$ cat src/rtl/tlane_pkg.sv
package tlane_pkg;
    localparam int BYTE_W = 8;
    localparam int SEL_W  = 4;
    localparam int WORD_W = 2 * BYTE_W;
    localparam logic [SEL_W-1:0] SEL_ALL = '1;

    typedef struct packed {
        logic              en;
        logic [SEL_W-1:0]  rd_sel;
        logic [SEL_W-1:0]  wr_sel;
        logic [BYTE_W-1:0] fill_e;
        logic [BYTE_W-1:0] fill_l;
    } cfg_t;
endpackage

$ cat src/rtl/tlane_cfg.sv
module tlane_cfg
    import tlane_pkg::*;
(
    input  logic clk,
    input  logic rst_n,
    input  logic cfg_load,
    input  cfg_t cfg_in,
    input  logic busy,
    output cfg_t cfg_act
);
    typedef struct packed {
        cfg_t shadow;
        cfg_t active;
        logic pending;
    } cfg_state_t;

    cfg_state_t s_d, s_q;

    always_comb begin
        s_d = s_q;
        // apply the staged copy only in a cycle without a burst
        if (s_q.pending && !busy) begin
            s_d.active  = s_q.shadow;
            s_d.pending = 1'b0;
        end
        if (cfg_load) begin
            s_d.shadow  = cfg_in;
            s_d.pending = 1'b1;
        end
    end

    always_ff @(posedge clk or negedge rst_n) begin
        if (!rst_n) s_q <= '0;
        else        s_q <= s_d;
    end

    assign cfg_act = s_q.active;
endmodule

$ cat src/rtl/tlane_fanout.sv
module tlane_fanout
    import tlane_pkg::*;
#(
    parameter int LANES = 9
) (
    input  cfg_t                      cfg,
    input  logic [WORD_W-1:0]         word,
    output logic [LANES*BYTE_W-1:0]   bus_e,
    output logic [LANES*BYTE_W-1:0]   bus_l
);
    for (genvar n = 0; n < LANES; n++) begin : g_lane
        logic hit;
        assign hit = (cfg.wr_sel == SEL_ALL) || (cfg.wr_sel == SEL_W'(n));
        assign bus_e[n*BYTE_W +: BYTE_W] = hit ? word[BYTE_W-1:0]      : cfg.fill_e;
        assign bus_l[n*BYTE_W +: BYTE_W] = hit ? word[WORD_W-1:BYTE_W] : cfg.fill_l;
    end
endmodule

$ cat src/rtl/tlane_pick.sv
module tlane_pick
    import tlane_pkg::*;
#(
    parameter int LANES = 9
) (
    input  logic [SEL_W-1:0]        sel,
    input  logic [LANES*BYTE_W-1:0] bus_e,
    input  logic [LANES*BYTE_W-1:0] bus_l,
    output logic [WORD_W-1:0]       word
);
    always_comb begin
        word = '0;
        for (int n = 0; n < LANES; n++) begin
            if (sel == SEL_W'(n)) begin
                word = {bus_l[n*BYTE_W +: BYTE_W], bus_e[n*BYTE_W +: BYTE_W]};
            end
        end
    end
endmodule

$ cat src/rtl/tlane_access.sv
module tlane_access
    import tlane_pkg::*;
#(
    parameter int LANES = 9
) (
    input  logic                    clk,
    input  logic                    rst_n,
    input  logic                    cfg_load,
    input  logic                    cfg_enable,
    input  logic [SEL_W-1:0]        cfg_rd_lane,
    input  logic [SEL_W-1:0]        cfg_wr_lane,
    input  logic [BYTE_W-1:0]       cfg_fill_early,
    input  logic [BYTE_W-1:0]       cfg_fill_late,
    input  logic                    wr_go,
    input  logic                    rd_go,
    input  logic [WORD_W-1:0]       tdata_in,
    input  logic [LANES*BYTE_W-1:0] dq_rd_early,
    input  logic [LANES*BYTE_W-1:0] dq_rd_late,
    output logic [LANES*BYTE_W-1:0] dq_wr_early,
    output logic [LANES*BYTE_W-1:0] dq_wr_late,
    output logic                    dq_wr_valid,
    output logic [WORD_W-1:0]       status_out,
    output logic                    status_valid,
    output logic                    mismatch
);
    localparam int BUS_W = LANES * BYTE_W;

    typedef struct packed {
        logic [BUS_W-1:0]  wr_e;
        logic [BUS_W-1:0]  wr_l;
        logic              wr_v;
        logic [WORD_W-1:0] st;
        logic              st_v;
        logic              mis;
    } out_t;

    cfg_t              cfg_new, cfg_act;
    logic [BUS_W-1:0]  fan_e, fan_l;
    logic [WORD_W-1:0] rd_word, cmp_word;
    out_t              o_d, o_q;

    assign cfg_new = '{en: cfg_enable, rd_sel: cfg_rd_lane, wr_sel: cfg_wr_lane,
                       fill_e: cfg_fill_early, fill_l: cfg_fill_late};

    tlane_cfg u_cfg (
        .clk     (clk),
        .rst_n   (rst_n),
        .cfg_load(cfg_load),
        .cfg_in  (cfg_new),
        .busy    (wr_go | rd_go),
        .cfg_act (cfg_act)
    );

    tlane_fanout #(.LANES(LANES)) u_fan (
        .cfg  (cfg_act),
        .word (tdata_in),
        .bus_e(fan_e),
        .bus_l(fan_l)
    );

    tlane_pick #(.LANES(LANES)) u_pick_rd (
        .sel  (cfg_act.rd_sel),
        .bus_e(dq_rd_early),
        .bus_l(dq_rd_late),
        .word (rd_word)
    );

    tlane_pick #(.LANES(LANES)) u_pick_cmp (
        .sel  (cfg_act.wr_sel),
        .bus_e(dq_rd_early),
        .bus_l(dq_rd_late),
        .word (cmp_word)
    );

    always_comb begin
        o_d      = o_q;
        o_d.wr_v = 1'b0;
        o_d.st_v = 1'b0;
        if (cfg_act.en && wr_go) begin
            o_d.wr_e = fan_e;
            o_d.wr_l = fan_l;
            o_d.wr_v = 1'b1;
        end
        if (cfg_act.en && rd_go) begin
            o_d.st   = rd_word;
            o_d.st_v = 1'b1;
            o_d.mis  = (cmp_word != tdata_in);
        end
    end

    always_ff @(posedge clk or negedge rst_n) begin
        if (!rst_n) o_q <= '0;
        else        o_q <= o_d;
    end

    assign dq_wr_early  = o_q.wr_e;
    assign dq_wr_late   = o_q.wr_l;
    assign dq_wr_valid  = o_q.wr_v;
    assign status_out   = o_q.st;
    assign status_valid = o_q.st_v;
    assign mismatch     = o_q.mis;
endmodule

$ cat config.mk
export PLATFORM = sky130hd
export DESIGN_NAME = tlane_access
export DESIGN_NICKNAME = d
export VERILOG_FILES = /design/src/rtl/tlane_pkg.sv /design/src/rtl/tlane_cfg.sv /design/src/rtl/tlane_fanout.sv /design/src/rtl/tlane_pick.sv /design/src/rtl/tlane_access.sv
export SDC_FILE = /design/constraint.sdc
export NUM_CORES = 1
export LEC_CHECK = 0
export ABC_AREA = 0
export BUFFER_PORTS_ARGS = -buffer_cell sky130_fd_sc_hd__buf_4
export CORE_UTILIZATION = 40
export DETAILED_ROUTE_END_ITERATION = 16
export GPL_ROUTABILITY_DRIVEN = 0
export PLACE_DENSITY_LB_ADDON = 0.12
export SYNTH_ARGS = -nofsm -noshare
export SYNTH_HDL_FRONTEND = slang
export SYNTH_SLANG_ARGS = --single-unit
$ cat constraint.sdc
create_clock -name clk -period 2.8 [get_ports clk]
set_clock_uncertainty 0.1 [all_clocks]
set_input_delay 0.14 -clock clk [delete_from_list [all_inputs] [get_ports clk]]
set_output_delay 0.14 -clock clk [all_outputs]
set_load 0.02 [all_outputs]
Word level (Yosys, flattened, before mapping) --
Index checks and enable logic that the tools add are counted.
Word-level totals: input bits 190, logic and storage cells 92, register bits after elaboration 214
Cells by class: bitwise gates (word level) 1, muxes and demuxes 40, reduce and logical (&&, ||, !) cells 16, eq/ne operators 18
Operators by type and width (count):
- two-way mux 16 bit | 18
- two-way mux 8 bit | 18
- == test 4 x 3 -> 1 bit (second input constant) | 8
- == test 4 x 2 -> 1 bit (second input constant) | 4
- inequality test 16 bit | 1
- == test 4 bit (second input constant) | 3
- logical OR 1 bit | 9
- == test 4 x 1 -> 1 bit (second input constant) | 2
- logical NOT 4 bit | 2
- logical AND 1 bit | 3
- two-way mux 1 bit | 3
- two-way mux 2 bit | 1
- nonzero test 2 bit | 1
- logical NOT 1 bit | 1
- OR 1 bit | 1

Depth between registers and ports, before layout --
Gate-level depths: netlist (run 1).
depth in word-level cells 12, gate-level depth with buffers 11, depth with buffers taken out 7

Modules after synthesis --
From an unflattened synthesis (run 1), not the netlist that was laid out.
Unflattened totals: cells, all modules 1250, area total of the unflattened synthesis 14216.1 sq um
Modules (own cells, without submodules):
- tlane_access | sequential area each 4078.9 sq um, instances 1, area an instance 6393.6 sq um, cells an instance 367
- tlane_pick | sequential area each 0.0 sq um, instances 2, area an instance 1511.4 sq um, cells an instance 219
- tlane_fanout | sequential area each 0.0 sq um, instances 1, area an instance 2605.0 sq um, cells an instance 311
- tlane_cfg | sequential area each 1276.2 sq um, instances 1, area an instance 2194.6 sq um, cells an instance 134

Worst setup path after synthesis (run 1) --
OpenSTA, ideal clock, no wires.
path kind register -> register, from reg u_cfg.s_q, in the netlist u_cfg.cfg_act[16], to reg o_q, in the netlist mismatch, clock period less this slack 2642 ps, required time 2574 ps, stages on the path, launching flop included 10, data arrival time 2416 ps, library setup time 126 ps, buffers on the path 2, path slack 158 ps, cell sequence dfrtp_1 > buf_6 > or4b_1 > buf_6 > nand2_4 > a21oi_2 > a221oi_2 > xnor2_1 > or4_1 > o32a_1
On the way: cells in the longest elaborated chain, start to end 11
RTL lines:
- start, declared | RTL line tlane_cfg.sv:17 | cfg_state_t s_d, s_q;
- start signal, assigned | RTL line tlane_cfg.sv:33 | if (!rst_n) s_q <= '0;
- start signal, assigned | RTL line tlane_cfg.sv:34 | else s_q <= s_d;
- logical NOT 4 bit | RTL line tlane_pick.sv:14 | if (sel == SEL_W'(n)) begin
- two-way mux 16 bit (8 in a row) | RTL line tlane_pick.sv:14
- two-way mux 16 bit (*) | RTL line tlane_pick.sv:14
- inequality test 16 bit (*) | RTL line tlane_access.sv:87 | o_d.mis = (cmp_word != tdata_in);
- end signal, assigned | RTL line tlane_access.sv:92 | if (!rst_n) o_q <= '0;
- end signal, assigned | RTL line tlane_access.sv:93 | else o_q <= o_d;
- end, declared | RTL line tlane_access.sv:40 | out_t o_d, o_q;
Every way passes the cells marked *; elsewhere a longest branch is shown, timed or not. A chain may end at the register's enable or synchronous reset.

Final worst setup path (run 1) --
from reg u_cfg.s_q, in the netlist u_cfg.cfg_act[18], to reg o_q, in the netlist mismatch
Same word-level chain as after synthesis.

==> results of run 1 <==
[per-stage QoR]
| step | std cells | hold WS, ps | util, % |
|---|---|---|---|
| 2_1_floorplan | 1269 | -256 | - |
| 3_3_place_gp | 1946 | 105 | 52.4 |
| 3_5_place_dp | 1946 | 98.1 | 52.4 |
| 4_1_cts | 2076 | 27.0 | 58.2 |
| 5_1_grt | 2083 | 39.8 | 58.6 |
| 6_report | 2083 | 41.4 | 58.6 |
[flip-flops by register name (all words and copies together), names as in the netlist]
| signal | flops |
|---|---|
| status_out | 16 |
| u_cfg.cfg_act | 25 |
| dq_wr_late | 72 |
| u_cfg.s_q | 26 |
| dq_wr_early | 72 |
| mismatch | 1 |
| status_valid | 1 |
| dq_wr_valid | 1 |
[worst max-delay path, cell delays in order (launching register included)]
cell and delay, ps:
dfrtp_2 430, buf_4 190, mux2_2 340, o221ai_1 180, o21ai_0 140, a221oi_2 260, xnor2_1 90, or4_1 540
o32a_1 360
[synth_stat cells, types with 8 or more instances]
library cell / instances / area [µm²]
o21ai_0: 19 / 95.1
a22oi_1: 51 / 383
nor2_1: 221 / 830
nand2b_1: 8 / 50.1
buf_2: 21 / 105
a21oi_1: 199 / 996
nor3_1: 13 / 65.1
o22ai_1: 11 / 68.8
a31oi_1: 23 / 144
xnor2_1: 8 / 70.1
dfrtp_1: 214 / 5360
clkbuf_1: 94 / 353
nand2_1: 46 / 173
a41oi_1: 16 / 140
mux4_2: 11 / 248
inv_1: 11 / 41.3
mux2_2: 60 / 676
mux2i_1: 131 / 1310
[what timing repair did]
action | CTS | global route
resized for setup | 0 | 14
hold endpoints to repair | 246 | 0
hold buffers | 84 | 0
endpoints found under the setup margin | 0 | 15
buffers inserted | 0 | 6
[layer usage]
layer / GRT usage (%) / wire [µm] / up-vias
met5: 0 / 0 / -
met4: 8.73 / 1330 / 0
met3: 6.81 / 4230 / 98
met2: 49.1 / 21800 / 636
met1: 39.9 / 19200 / 5778
li1: - / - / 5414
[worst min path at each step]
stage | start | to | depth (start not counted)
2_1_floorplan | rst_n | dq_wr_early[0]$_DFFE_PN0P_ | 0
3_3_place_gp | rst_n | dq_wr_early[26]$_DFFE_PN0P_ | 1
3_5_place_dp | rst_n | dq_wr_early[27]$_DFFE_PN0P_ | 1
4_1_cts | cfg_load | u_cfg.s_q[35]$_DFFE_PN0P_ | 2
5_1_grt | cfg_load | u_cfg.s_q[46]$_DFFE_PN0P_ | 2
6_report | cfg_load | u_cfg.s_q[47]$_DFFE_PN0P_ | 2
[report_power, final]
group / internal, W / switching, W / total (W)
sequential: 0.00425 / 0.00100 / 0.00526
clock: 0.00202 / 0.00139 / 0.00341
combinational: 0.00332 / 0.00401 / 0.00732
[cells by family (layout without fill, tap and decap cells)]
logic type	after synthesis	count (layout)	share of synthesized area [%]
flops	214	214	44.7
simple gates	340	340	12.5
mux	202	202	18.7
compound gates	366	366	18.6
buf+inv	139	569	4.84
xor+xnor	8	8	0.585
[area by class of cell]
cell class,instances,area share [%]
Multi-Input combinational cell,916,35.9
Sequential cell,214,31.5
Timing Repair Buffer,512,24.5
Clock buffer,30,3.96
Tap cell,384,2.82
Clock inverter,16,1.09
Inverter,11,0.242
==> flow_metrics.tcl, run 1 <==
set metrics [dict create \
    status "finished, final reports clean" \
    cts_sinks 214 \
    wl_per_cell_um 22.3 \
    seq_area_mm2 0.00536 \
    drive_gt1_share_pct 33.6 \
    fin_crit_ps 2750 \
    drt-pass1-iter-count 6 \
    ys_ff_latch 214 \
    p_leak_nw 7.39 \
    cp.arrival_ps 3060 \
    grtUsageTotal_pct 30.1 \
    tightest_slew_ps 726 \
    synthArstFlopShare_pct 100 \
    critPathKind "reg2reg" \
    crit_end "mismatch$_DFFE_PN0P_" \
    grt_max_degree 90 \
    core_area_mm2 0.0291 \
    cts_buffer_depth 3 \
    grt_pass1_vias 11809 \
    yosysUniqueCellTypes 64 \
    drv_slew 0 \
    ys_seq_area_share_pct 44.7 \
    worst_slack_ps 53.4 \
    path_clk_slew_ps 60 \
    place_area_mm2 0.0152 \
    synth_nets 1459 \
    cts_buffers 25 \
    antenna_left 0 \
    drc_errors 0 \
    synth_edf_count 0 \
    critPathLaunch "u_cfg.cfg_act[18]$_DFFE_PN0P_" \
    grt_antenna_before_repair 0 \
    yosys_warnings 0 \
    start_util_pct 41.1 \
    synthCells 1269 \
    multi_input_area_mm2 0.00612 \
    clock_latency_ps 530 \
    dp_slack_ps 24.1 \
    htreeDepth 1 \
    grt_pass1_wl_um 71300 \
    power.total_w 0.0160 \
    fin_crit_sh_pct 98.1 \
    max_freq_mhz 364 \
    cap_violations 0 \
    worstHoldPathType "in2reg" \
    grt-ovfl-total 0 \
    vias 11926 \
    worst_setup_path_end_kind "register" \
    dieArea_mm2 0.0306 \
    rows 62 \
    synthFlopType "dfrtp_1" \
    setup_tns_ps 0 \
    io_pins 353 \
    synthToLayoutAreaGrowth_pct 42.4 \
    power.density_mw_per_mm2 938 \
    cts_tree "built" \
    root_buffer "clkbuf_16" \
    fillerInstances 2584 \
    r2r-start "u_cfg.cfg_act[18]$_DFFE_PN0P_" \
    drt_wl_total_um 46600 \
    r2r_slack_ps 50 \
    start_kind "register" \
    port_buffers 352 \
    grt_setup_unrepaired "no" \
    ir_drop_uv 591 \
    viasPerCell 5.73 \
    fin_area_mm2 0.0170 \
    diodes 0 \
    dp_hpwl_um 34100 \
    avgSynthCellArea_um2 9.43 \
    drt_iter0_markers 1087 \
    nets 1870 \
    reg2reg_to "mismatch$_DFFE_PN0P_" \
    critPathMaxFanout 8 \
    hold_violations 0 \
    timing.final.setup_violations 0 \
    die_h_um 175 \
    synth_area_mm2 0.0120 \
    r2r_cells 8 \
    dieWidth_um 175 \
    final_cell_mix "buf_4, nor2_1, dfrtp_1" \
    critPathRequiredTime_ps 3120 \
    mostFrequentLayoutCell "buf_4" \
    relSlewSlack_pct 51.6 \
]
Power figures use the tool's default switching activity.
==> run 2: changes to the inputs <==
- CTS_BUF_LIST: unset -> sky130_fd_sc_hd__clkbuf_8
==> run 2 against run 1 <==
Against the previous run:
- sequential cell count did not move
- sequential power barely moved
- hold slack improved by 12 ps
- design area barely moved
- via count rose by 1.3%
- sequential share of layout area barely moved
- setup slack got worse by 5.7 ps
- final cell count rose by 1.4%
==> flow_metrics.tcl, run 2 (synthesized netlist as in run 1, its figures left out) <==
set metrics [dict create \
    max_freq_mhz 363 \
    drt-pass1-iter-count 6 \
    cts_tree "built" \
    cts_buffer_depth 3 \
    setup_tns_ps 0 \
    nets 1890 \
    fillerInstances 2592 \
    place_area_mm2 0.0152 \
    vias 12083 \
    cap_violations 0 \
    critPathRequiredTime_ps 3110 \
    dp_hpwl_um 34100 \
    rows 62 \
    critPathMaxFanout 8 \
    critPathMaxStageDelay_ps 540 \
    grtUsageTotal_pct 30.3 \
    clock_latency_ps 520 \
    relSlewSlack_pct 50.8 \
    status "finished, final reports clean" \
    dieWidth_um 175 \
    drive_gt1_share_pct 33.6 \
    timing.final.setup_violations 0 \
    worst_slack_ps 47.6 \
    drt_iter0_markers 1091 \
    antenna_left 0 \
    htreeDepth 2 \
    fin_area_mm2 0.0171 \
    die_h_um 175 \
    path_cells "buf_4, mux2_2, o221ai_1, o21ai_0, a221oi_2, xnor2_1, or4_1, o32a_1" \
    drc_errors 0 \
    hold_start "cfg_load" \
    synthToLayoutAreaGrowth_pct 42.5 \
    slowest_stage "or4_1" \
    drt_wl_total_um 47000 \
    grt_max_degree 90 \
    grt_pass1_vias 11982 \
    final_cell_mix "buf_4, nor2_1, dfrtp_1" \
    p_leak_nw 7.45 \
    fin_crit_sh_pct 98.3 \
    root_buffer "clkbuf_8" \
    port_buffers 352 \
    drv_slew 0 \
    hold_ws_ps 53.0 \
    r2r-start "u_cfg.cfg_act[18]$_DFFE_PN0P_" \
    cts_buffers 39 \
    diodes 0 \
    critPathLaunch "u_cfg.cfg_act[18]$_DFFE_PN0P_" \
    tightest_slew_ps 738 \
    io_pins 353 \
    path_clk_slew_ps 60 \
    power.density_mw_per_mm2 919 \
    grt-ovfl-total 0 \
    mostFrequentLayoutCell "buf_4" \
    grt_antenna_before_repair 0 \
    start_kind "register" \
    wl_per_cell_um 22.2 \
    critPathKind "reg2reg" \
    grt_pass1_wl_um 71500 \
    viasPerCell 5.72 \
    hold_violations 0 \
    start_util_pct 41.1 \
    dp_slack_ps 24.1 \
    cts_sinks 214 \
    dieArea_mm2 0.0306 \
    worst_setup_path_end_kind "register" \
    worstHoldPathType "in2reg" \
    cp.arrival_ps 3060 \
    fin_crit_ps 2750 \
    core_area_mm2 0.0291 \
    ir_drop_uv 529 \
]
## run 2: changes by cell type in the layout (fill, tap and decap cells not counted), sizes merged
cell | previous run | this run
dlygate4sd3 | 84 | 90
clkinvlp | 2 | 1
clkbuf | 31 | 46
clkinv | 8 | 5
buf | 427 | 426
inv | 14 | 27
## run 2: power breakdown
group          total (W)  switching, W  internal, W  leakage (nW)
Clock            0.00306       0.00134      0.00172         0.464
Sequential       0.00526       0.00100      0.00426          2.41
Combinational    0.00735       0.00402      0.00333          4.58
## run 2: through the flow
stage | instances | power (W) | util (%)
detailed placement | 1946 | 0.0122 | 52.4
global placement | 1946 | 0.0122 | 52.4
CTS | 2105 | 0.0156 | 58.2
global route | 2112 | 0.0166 | 58.6
floorplan | 1269 | 0.00902 | -
finish | 2112 | 0.0157 | 58.6
## run 2: per-layer routing
metal / GRT usage (%) / wire, µm / share of wire [%]
met5: 0 / 0 / 0
met4: 10.4 / 1510 / 3.2
met3: 7.46 / 4710 / 10
met2: 48.6 / 21700 / 46
met1: 39.8 / 19000 / 41
## run 2: cell type report
type                       count  area [µm²]  share of cell area (%)
clock buffer                  44         606                    3.55
clock inverter                25         190                    1.12
inverter                      11        41.3                   0.242
multi-input combinational    916        6120                    35.9
sequential                   214        5360                    31.4
tap                          384         480                    2.82
timing repair buffer         518        4260                    25.0
## run 2: worst max-delay path, delay by kind of cell, from the launching register on
family | cells | cell delay (ps)
AO/OA/AOI/OAI | 4 | 940
XOR/XNOR | 1 | 90
buffers and inverters | 1 | 190
flip-flops | 1 | 440
multiplexers | 1 | 340
AND/OR/NAND/NOR | 1 | 540
## run 2: timing repair
action | 4_1_cts | 5_1_grt
gates resized for setup | 0 | 14
hold endpoints to repair | 246 | 0
setup buffers | 0 | 5
hold buffers | 90 | 0
setup endpoints to repair | 0 | 15
## run 2: final timing paths
| kind | depth (start not counted) | end | slack [ps] |
|---|---|---|---|
| setup reg to reg | 8 | mismatch$_DFFE_PN0P_ | 50 |
| hold / removal | 2 | u_cfg.s_q[47]$_DFFE_PN0P_ | 50 |
| min in group asynchronous | 2 | dq_wr_early[27]$_DFFE_PN0P_ | 100 |
| max in group asynchronous | 3 | dq_wr_late[11]$_DFFE_PN0P_ | 1580 |
| hold reg to reg | 2 | u_cfg.cfg_act[17]$_DFFE_PN0P_ | 400 |
| setup / recovery | 8 | mismatch$_DFFE_PN0P_ | 50 |
